## src/rtl/dwr_pkg.sv

```systemverilog
`timescale 1ns/1ps
package dwr_pkg;
    localparam int WIPER_W   = 6;
    localparam int TAP_N     = 1 << WIPER_W;
    localparam int POT_N     = 2;
    localparam int REG_N     = 4;
    localparam int REG_IW    = $clog2(REG_N);
    localparam int IMG_W     = POT_N * REG_N * WIPER_W;

    typedef logic [WIPER_W-1:0] wiper_t;

    typedef enum logic [3:0] {
        OP_GX_DR2W = 4'b0001,
        OP_STEP    = 4'b0010,
        OP_RDSTAT  = 4'b0101,
        OP_GX_W2DR = 4'b1000,
        OP_RD_W    = 4'b1001,
        OP_WR_W    = 4'b1010,
        OP_RD_DR   = 4'b1011,
        OP_WR_DR   = 4'b1100,
        OP_DR2W    = 4'b1101,
        OP_W2DR    = 4'b1110
    } opcode_e;

    typedef enum logic [2:0] {
        ST_OP, ST_DATA_W, ST_DATA_DR, ST_STEP, ST_DONE
    } seq_state_e;

    typedef struct packed {
        logic              known;
        opcode_e           op;
        logic [REG_IW-1:0] idx;
        logic              pot;
    } instr_t;

    typedef struct packed {
        logic                      valid;
        logic [POT_N-1:0]          mask;
        logic [REG_IW-1:0]         idx;
        logic [POT_N*WIPER_W-1:0]  data;
    } nv_req_t;

    function automatic wiper_t factory_value(input int p, input int r);
        return wiper_t'(16 * p + 5 * r + 3);
    endfunction

    function automatic logic [IMG_W-1:0] factory_image();
        logic [IMG_W-1:0] img;
        img = '0;
        for (int p = 0; p < POT_N; p++)
            for (int r = 0; r < REG_N; r++)
                img[(p*REG_N + r)*WIPER_W +: WIPER_W] = factory_value(p, r);
        return img;
    endfunction

    function automatic wiper_t dr_pick(input logic [IMG_W-1:0] img, input int p, input int r);
        return img[(p*REG_N + r)*WIPER_W +: WIPER_W];
    endfunction
endpackage

```

## src/rtl/dwr_decode.sv

```systemverilog
`timescale 1ns/1ps
module dwr_decode
    import dwr_pkg::*;
(
    input  logic [7:0] instr_byte,
    output instr_t     dec
);
    always_comb begin
        dec.op  = opcode_e'(instr_byte[7:4]);
        dec.idx = instr_byte[3:2];
        dec.pot = instr_byte[0];
        unique case (instr_byte[7:4])
            OP_GX_DR2W, OP_STEP, OP_RDSTAT, OP_GX_W2DR, OP_RD_W,
            OP_WR_W, OP_RD_DR, OP_WR_DR, OP_DR2W, OP_W2DR:
                dec.known = ~instr_byte[1];
            default:
                dec.known = 1'b0;
        endcase
    end
endmodule

```

## src/rtl/dwr_nvstore.sv

```systemverilog
`timescale 1ns/1ps
module dwr_nvstore
    import dwr_pkg::*;
#(
    parameter int WRITE_CYCLES = 40
) (
    input  logic              clk,
    input  logic              rst,
    input  logic              wp_n,
    input  logic              commit,
    input  nv_req_t           req,
    output logic              busy,
    output logic [IMG_W-1:0]  image
);
    localparam int CNT_W = $clog2(WRITE_CYCLES + 1);

    logic [CNT_W-1:0] remain;
    logic             accept;
    logic [IMG_W-1:0] store = factory_image();

    assign accept = commit && req.valid && wp_n && !busy;
    assign busy   = (remain != '0);
    assign image  = store;

    always_ff @(posedge clk) begin
        if (rst)
            remain <= '0;
        else if (accept)
            remain <= CNT_W'(WRITE_CYCLES);
        else if (busy)
            remain <= remain - 1'b1;
    end

    always_ff @(posedge clk) begin
        for (int p = 0; p < POT_N; p++)
            if (accept && req.mask[p])
                store[(p*REG_N + int'(req.idx))*WIPER_W +: WIPER_W]
                    <= req.data[p*WIPER_W +: WIPER_W];
    end

    assert_commit_raises_wip_R10: assert property (@(posedge clk) disable iff (rst)
        accept |=> busy);
    assert_wip_ends_R10: assert property (@(posedge clk) disable iff (rst)
        (remain == CNT_W'(1) && !accept) |=> !busy);
    assert_store_quiet_R9: assert property (@(posedge clk) disable iff (rst)
        !accept |=> $stable(store));
    assert_busy_blocks_R11: assert property (@(posedge clk) disable iff (rst)
        (commit && busy) |=> $stable(store));
    assert_protect_blocks_R11: assert property (@(posedge clk) disable iff (rst)
        (commit && !wp_n) |=> $stable(store));
endmodule

```

## src/rtl/dwr_wiper.sv

```systemverilog
`timescale 1ns/1ps
module dwr_wiper
    import dwr_pkg::*;
(
    input  logic             clk,
    input  logic             rst,
    input  wiper_t           recall_val,
    input  logic             ld_en,
    input  wiper_t           ld_val,
    input  logic             step_en,
    input  logic             step_up,
    output wiper_t           wiper,
    output logic [TAP_N-1:0] tap
);
    localparam wiper_t TOP = wiper_t'(TAP_N - 1);

    always_ff @(posedge clk) begin
        if (rst)
            wiper <= recall_val;
        else if (ld_en)
            wiper <= ld_val;
        else if (step_en) begin
            if (step_up && wiper != TOP)
                wiper <= wiper + 1'b1;
            else if (!step_up && wiper != '0)
                wiper <= wiper - 1'b1;
        end
    end

    assign tap = TAP_N'(1) << wiper;

    assert_tap_onehot_R2: assert property (@(posedge clk) disable iff (rst)
        $countones(tap) == 1);
    assert_step_up_R12: assert property (@(posedge clk) disable iff (rst)
        (step_en && step_up && !ld_en && wiper != TOP) |=> wiper == $past(wiper) + 1'b1);
    assert_step_down_R12: assert property (@(posedge clk) disable iff (rst)
        (step_en && !step_up && !ld_en && wiper != '0) |=> wiper == $past(wiper) - 1'b1);
    assert_ceiling_R12: assert property (@(posedge clk) disable iff (rst)
        (step_en && step_up && !ld_en && wiper == TOP) |=> wiper == TOP);
    assert_floor_R12: assert property (@(posedge clk) disable iff (rst)
        (step_en && !step_up && !ld_en && wiper == '0) |=> wiper == '0);
endmodule

```

## src/rtl/dwr_engine.sv

```systemverilog
`timescale 1ns/1ps
module dwr_engine
    import dwr_pkg::*;
#(
    parameter int WRITE_CYCLES = 40
) (
    input  logic        clk,
    input  logic        rst,
    input  logic        cs_n,
    input  logic        wp_n,
    input  logic        byte_valid,
    input  logic [7:0]  byte_data,
    input  logic        step_valid,
    input  logic        step_up,
    output logic        rd_valid,
    output logic [7:0]  rd_data,
    output logic        wip,
    output logic [5:0]  wiper0,
    output logic [5:0]  wiper1,
    output logic [63:0] tap0,
    output logic [63:0] tap1
);
    seq_state_e               state;
    instr_t                   dec;
    nv_req_t                  pend;
    logic                     cur_pot;
    logic                     cs_q;
    logic                     cs_rise;
    logic                     take_op;
    logic                     take_wdat;
    logic [IMG_W-1:0]         image;
    logic [POT_N*WIPER_W-1:0] wiper_flat;
    logic [POT_N*TAP_N-1:0]   tap_flat;
    logic [POT_N-1:0]         ld_en;
    logic [POT_N-1:0]         step_en;
    wiper_t                   ld_val   [POT_N];
    wiper_t                   cur_wipe;

    dwr_decode u_dec (.instr_byte(byte_data), .dec(dec));

    assign cs_rise   = cs_n && !cs_q;
    assign take_op   = byte_valid && !cs_n && state == ST_OP && dec.known;
    assign take_wdat = byte_valid && !cs_n && state == ST_DATA_W;
    assign cur_wipe  = wiper_flat[int'(dec.pot)*WIPER_W +: WIPER_W];

    always_comb begin
        for (int p = 0; p < POT_N; p++) begin
            ld_en[p] = (take_op && ((dec.op == OP_DR2W && int'(dec.pot) == p) ||
                                    dec.op == OP_GX_DR2W)) ||
                       (take_wdat && int'(cur_pot) == p);
            ld_val[p] = take_op ? dr_pick(image, p, int'(dec.idx)) : byte_data[WIPER_W-1:0];
            step_en[p] = step_valid && !cs_n && state == ST_STEP && int'(cur_pot) == p;
        end
    end

    dwr_nvstore #(.WRITE_CYCLES(WRITE_CYCLES)) u_nv (
        .clk(clk), .rst(rst), .wp_n(wp_n), .commit(cs_rise),
        .req(pend), .busy(wip), .image(image)
    );

    for (genvar g = 0; g < POT_N; g++) begin : g_pot
        dwr_wiper u_wiper (
            .clk(clk), .rst(rst),
            .recall_val(dr_pick(image, g, 0)),
            .ld_en(ld_en[g]), .ld_val(ld_val[g]),
            .step_en(step_en[g]), .step_up(step_up),
            .wiper(wiper_flat[g*WIPER_W +: WIPER_W]),
            .tap(tap_flat[g*TAP_N +: TAP_N])
        );
    end

    assign wiper0 = wiper_flat[0 +: WIPER_W];
    assign wiper1 = wiper_flat[WIPER_W +: WIPER_W];
    assign tap0   = tap_flat[0 +: TAP_N];
    assign tap1   = tap_flat[TAP_N +: TAP_N];

    always_ff @(posedge clk) begin
        if (rst) begin
            state    <= ST_OP;
            pend     <= '0;
            cur_pot  <= 1'b0;
            cs_q     <= 1'b1;
            rd_valid <= 1'b0;
            rd_data  <= '0;
        end else begin
            cs_q     <= cs_n;
            rd_valid <= 1'b0;
            if (cs_n) begin
                state      <= ST_OP;
                pend.valid <= 1'b0;
            end else begin
                unique case (state)
                    ST_OP: if (byte_valid) begin
                        cur_pot  <= dec.pot;
                        pend.idx <= dec.idx;
                        state    <= ST_DONE;
                        if (dec.known) begin
                            unique case (dec.op)
                                OP_RD_W: begin
                                    rd_valid <= 1'b1;
                                    rd_data  <= {2'b00, cur_wipe};
                                end
                                OP_RD_DR: begin
                                    rd_valid <= 1'b1;
                                    rd_data  <= {2'b00, dr_pick(image, int'(dec.pot), int'(dec.idx))};
                                end
                                OP_RDSTAT: begin
                                    rd_valid <= 1'b1;
                                    rd_data  <= {7'b0, wip};
                                end
                                OP_WR_W:  state <= ST_DATA_W;
                                OP_WR_DR: state <= ST_DATA_DR;
                                OP_STEP:  state <= ST_STEP;
                                OP_W2DR, OP_GX_W2DR: begin
                                    pend.valid <= 1'b1;
                                    pend.data  <= wiper_flat;
                                    pend.mask  <= (dec.op == OP_GX_W2DR) ? '1
                                                  : POT_N'(1) << dec.pot;
                                end
                                default: ;
                            endcase
                        end
                    end
                    ST_DATA_W: if (byte_valid) state <= ST_DONE;
                    ST_DATA_DR: if (byte_valid) begin
                        pend.valid <= 1'b1;
                        pend.mask  <= POT_N'(1) << cur_pot;
                        pend.data  <= {POT_N{byte_data[WIPER_W-1:0]}};
                        state      <= ST_DONE;
                    end
                    default: ;
                endcase
            end
        end
    end

    assert_read_follows_byte_R7: assert property (@(posedge clk) disable iff (rst)
        rd_valid |-> $past(byte_valid));
    assert_read_upper_zero_R7: assert property (@(posedge clk) disable iff (rst)
        rd_valid |-> rd_data[7:6] == 2'b00);
    assert_closed_no_step_R12: assert property (@(posedge clk) disable iff (rst)
        (cs_n && !byte_valid) |=> $stable(wiper_flat));
    assert_done_ignores_R13: assert property (@(posedge clk) disable iff (rst)
        (state == ST_DONE && !cs_n) |=> ($stable(wiper_flat) && !rd_valid));
endmodule

```

## config.mk

```make
export PLATFORM = sky130hd
export DESIGN_NAME = dwr_engine
export DESIGN_NICKNAME = d
export VERILOG_FILES = /design/src/rtl/dwr_pkg.sv /design/src/rtl/dwr_decode.sv /design/src/rtl/dwr_nvstore.sv /design/src/rtl/dwr_wiper.sv /design/src/rtl/dwr_engine.sv
export SDC_FILE = /design/constraint.sdc
export NUM_CORES = 1
export LEC_CHECK = 0
export ABC_AREA = 1
export BUFFER_PORTS_ARGS = -buffer_cell sky130_fd_sc_hd__buf_2
export CAP_MARGIN = 0
export CORE_ASPECT_RATIO = 1.25
export CORE_UTILIZATION = 58
export CTS_BUF_LIST = sky130_fd_sc_hd__clkbuf_4 sky130_fd_sc_hd__clkbuf_8
export CTS_CLUSTER_DIAMETER = 60
export DETAILED_ROUTE_END_ITERATION = 16
export HOLD_SLACK_MARGIN = 0.06
export PLACE_DENSITY = 0.93
export SLEW_MARGIN = 10
export SYNTH_ARGS = -nofsm -noshare
export SYNTH_HDL_FRONTEND = slang
export SYNTH_SLANG_ARGS = --single-unit
```

## constraint.sdc

```tcl
create_clock -name clk -period 3.15 [get_ports clk]
set_input_delay 0.7875 -clock clk [delete_from_list [all_inputs] [get_ports clk]]
set_output_delay 0.7875 -clock clk [all_outputs]
set_load 0.01 [all_outputs]
```

==> summary.md <==
| Metric | Value |
|---|---|
| Post-synth ARST share | 0 |
| Hold Path Origin | u_nv.image[44] |
| Die ar. | 14720 sq um |
| Die Y | 135.4 microns |
| Drt drc | 0 |
| Cts hold-fix bufs | 0 |
| Synth-to-layout area growth | 14.15% |
| Top-count cell post-synth | nand2_1 |
| Final hold vios | 0 |
| Clock Latency Late Sink | 0.39 ns |
| Yosys top cell by area | dfxtp_1 |
| Synth top cells by count | nand2_1, nor2_1, inv_1, nand3_1, dfxtp_1 |
| FF+latch count, synth | 95 |
| Vias per inst | 5.839 |
| Final Wtd Congestion | 1.094 |
| Reg clk slew, reported paths | 0.10 ns |
| Port Buf Inserts | 162 |
| Critical Path End Type | output port |
| Fillers | 1308 |
| Highest clock rate | 334.8 MHz |
| Worst setup SP type | register |
| Critical Path RT | 2.36 ns |
| Max-Slew Margin vs Limit | 0.5896 |
| Slowest-stage cell, CP | edfxtp_1 |
| Antenna viol nets, final | 0 |
| Min Tclk post-route | 2.987 ns |
| Fin area | 9425 sq um |
| N_diodes | 0 |
| Syn Inst Count | 1415 |
| CTS tree | built |
| Initial DRC count | 1214 |
| CP max stage delay | 0.57 ns |
| Synth warn | 0 |
| Met3 GRT Util | 0.07792 |
| First-pass GRT wire length | 46510 microns |
| Maximum clock path buffer count | 2 |
| Antenna violations before repair | 0 |
| Final clock skew | 0.01423 ns |
| Reg2Reg Depth | 13 |
| Num rows | 48 |
| Cts bufs inserted | 9 |
| Hold_ws | 0.4643 ns |
| CP Data Arrival Time | 2.20 ns |
| Crit path max fanout | 19 |
| Htree depth | 3 |
| CTS Sinks | 95 |
| Post-Route WL | 31310 microns |
| Hpwl dp | 24540 microns |
| P_leak | 5.099 nW |
| Synthesized area | 8257 sq um |
| Hold Path Stages | 2 |
| Number of enable flip-flop cells after synthesis | 12 |
| M1 GR Usage | 0.4603 |
| Sequential fraction of the synthesis area | 0.2449 |
| Max-slew violations | 0 |
| Final core utilization | 0.6794 |
| Total track usage | 0.4217 |
| Pre-Repair DR Iteration Count | 6 |
| GRT met2 Usage | 0.7169 |
| Setup tns final | 0 ns |
| Period utilisation layout | 0.9482 |
| Max Cap Viol | 0 |
| Vias in the first global route | 8781 |
| Clk root buf | clkbuf_8 |
| Largest net degree at the start of global routing | 36 |
| Post-CTS Setup Inserts | 0 |
| Status | finished clean |
| HP Class | reg2reg |
| Total grt overflow | 0 |
| CP Class | reg2out |
| Total power | 3.524 mW |
| Final Net Count | 1588 |
| CP Cell Sequence | clkinv_1 -> nor3_2 -> buf_2 |
| Unrepaired setup endpoints after global routing | false |
| Reg2reg start | g_pot[0].u_wiper.wiper[0] |
| Vias | 10.11k |
| Die extent in x | 108.7 microns |
| Ys flop type | dfxtp_1 |
| Core Region | 13870 sq um |
| Initial Util | 0.5951 |
| Placed instance area | 9209 sq um |
| Worst Hold End | u_nv.image[44] |
| Layout cells sized above 1 | 0.1779 |
| Top post-synthesis cells by area | dfxtp_1, nand2_1, nor2_1 |
| Per-cell routed wire length | 18.07 microns |
| Critical R2R Capture | g_pot[0].u_wiper.wiper[5] |
| Final Setup Violations | 0 |
| Avg Synthesized Cell Area | 5.835 sq um |
| I/O Pins | 165 |
| Post-synth top area share | 0.2012 |
| Post-synth cell types | 46 |
| VDD IR max | 0.0002603 V |
| Setup slack, reg-to-reg | 0.42 ns |
| GRT busiest layer | met2 |
| Pwr per Cell Area | 373.9 nW/um^2 |
| Worst-Margin Slew | 0.6141 ns |
[through the flow]
| stage | std cells | setup WS [ns] |
|---|---|---|
| finish | 1732 | 0.1632 |
| global route | 1732 | 0.0007392 |
| floorplan | 1416 | 0.6338 |
| CTS | 1732 | 0.2600 |
| detailed placement | 1716 | 0.4581 |
| global placement | 1716 | 0.5176 |
[metal layers]
metal | share of wire | vias to the layer above
li1 | - | 4856
met1 | 0.36 | 4502
met2 | 0.48 | 600
met3 | 0.083 | 156
met4 | 0.082 | 0
met5 | 0 | -
[sequential cells by signal, summed over array words and instances (netlist names)]
| signal | cells |
|---|---|
| pend | 17 |
| u_nv.remain | 6 |
| rd_valid | 1 |
| state | 3 |
| g_pot.u_wiper.wiper | 12 |
| u_nv.image | 48 |
| cs_q | 1 |
| cur_pot | 1 |
| rd_data | 6 |
[worst max-delay path by stage]
stage	slack, ns	endpoint	cells after the start	from
after floorplan	0.63	u_nv.image[19]	13	pend[12]
after global placement	0.52	g_pot[0].u_wiper.wiper[1]	10	byte_data[4]
after detailed placement	0.46	g_pot[0].u_wiper.wiper[5]	13	g_pot[0].u_wiper.wiper[0]
after CTS	0.26	tap0[29]	3	g_pot[0].u_wiper.wiper[4]
after global routing	0.0007	tap0[29]	3	g_pot[0].u_wiper.wiper[4]
final	0.16	tap0[29]	3	g_pot[0].u_wiper.wiper[4]
[layout by cell type (no fill, tap or decap), types with 21 or more instances in the layout]
master / count
a21oi_1: 28
buf_2: 162
buf_4: 35
dfxtp_1: 83
inv_1: 152
nand2_1: 392
nand3_1: 148
nand4_1: 66
nor2_1: 216
nor3_1: 26
o21ai_0: 58
o22ai_1: 21
[final cells by class]
type                            instances  area [sq um]  share of cell area
Timing Repair Buffer                  197          1074              0.1139
Sequential cell                        95          2022              0.2145
Multi-Input combinational cell       1076          5248              0.5567
Inverter                              173         651.9             0.06916
Clock inverter                          6         73.82            0.007832
Tap cell                              175         219.0             0.02323
Clock buffer                           10         137.6             0.01460
[logic make-up after synthesis]
| group | after synthesis | share of synthesized area |
|---|---|---|
| AO/OA/AOI/OAI | 143 | 0.09653 |
| XOR/XNOR | 7 | 0.008335 |
| adder cells (fa/ha/maj) | 21 | 0.03364 |
| buffers and inverters | 245 | 0.1206 |
| flip-flops | 95 | 0.2449 |
| other | 1 | 0.0004542 |
| AND/OR/NAND/NOR | 903 | 0.4955 |
[what timing repair did]
action | in CTS | in global routing
hold endpoints to repair | 0 | 0
endpoints found under the setup margin | 0 | 1
resized for setup | 0 | 1
[critical path, delay by kind of cell (launching register included)]
kind / cells / cell delay [ns]
buffers and inverters: 2 / 0.74
and+or+nand+nor: 1 / 0.50
DFF: 1 / 0.57
[power by group]
| group | total, mW | internal, mW | leakage, nW | switching [mW] |
|---|---|---|---|---|
| clock network | 0.902 | 0.403 | 0.110 | 0.499 |
| logic | 1.28 | 0.366 | 4.20 | 0.915 |
| registers | 1.34 | 1.29 | 0.789 | 0.0526 |
Note: power is estimated with default switching activity, not from simulation.
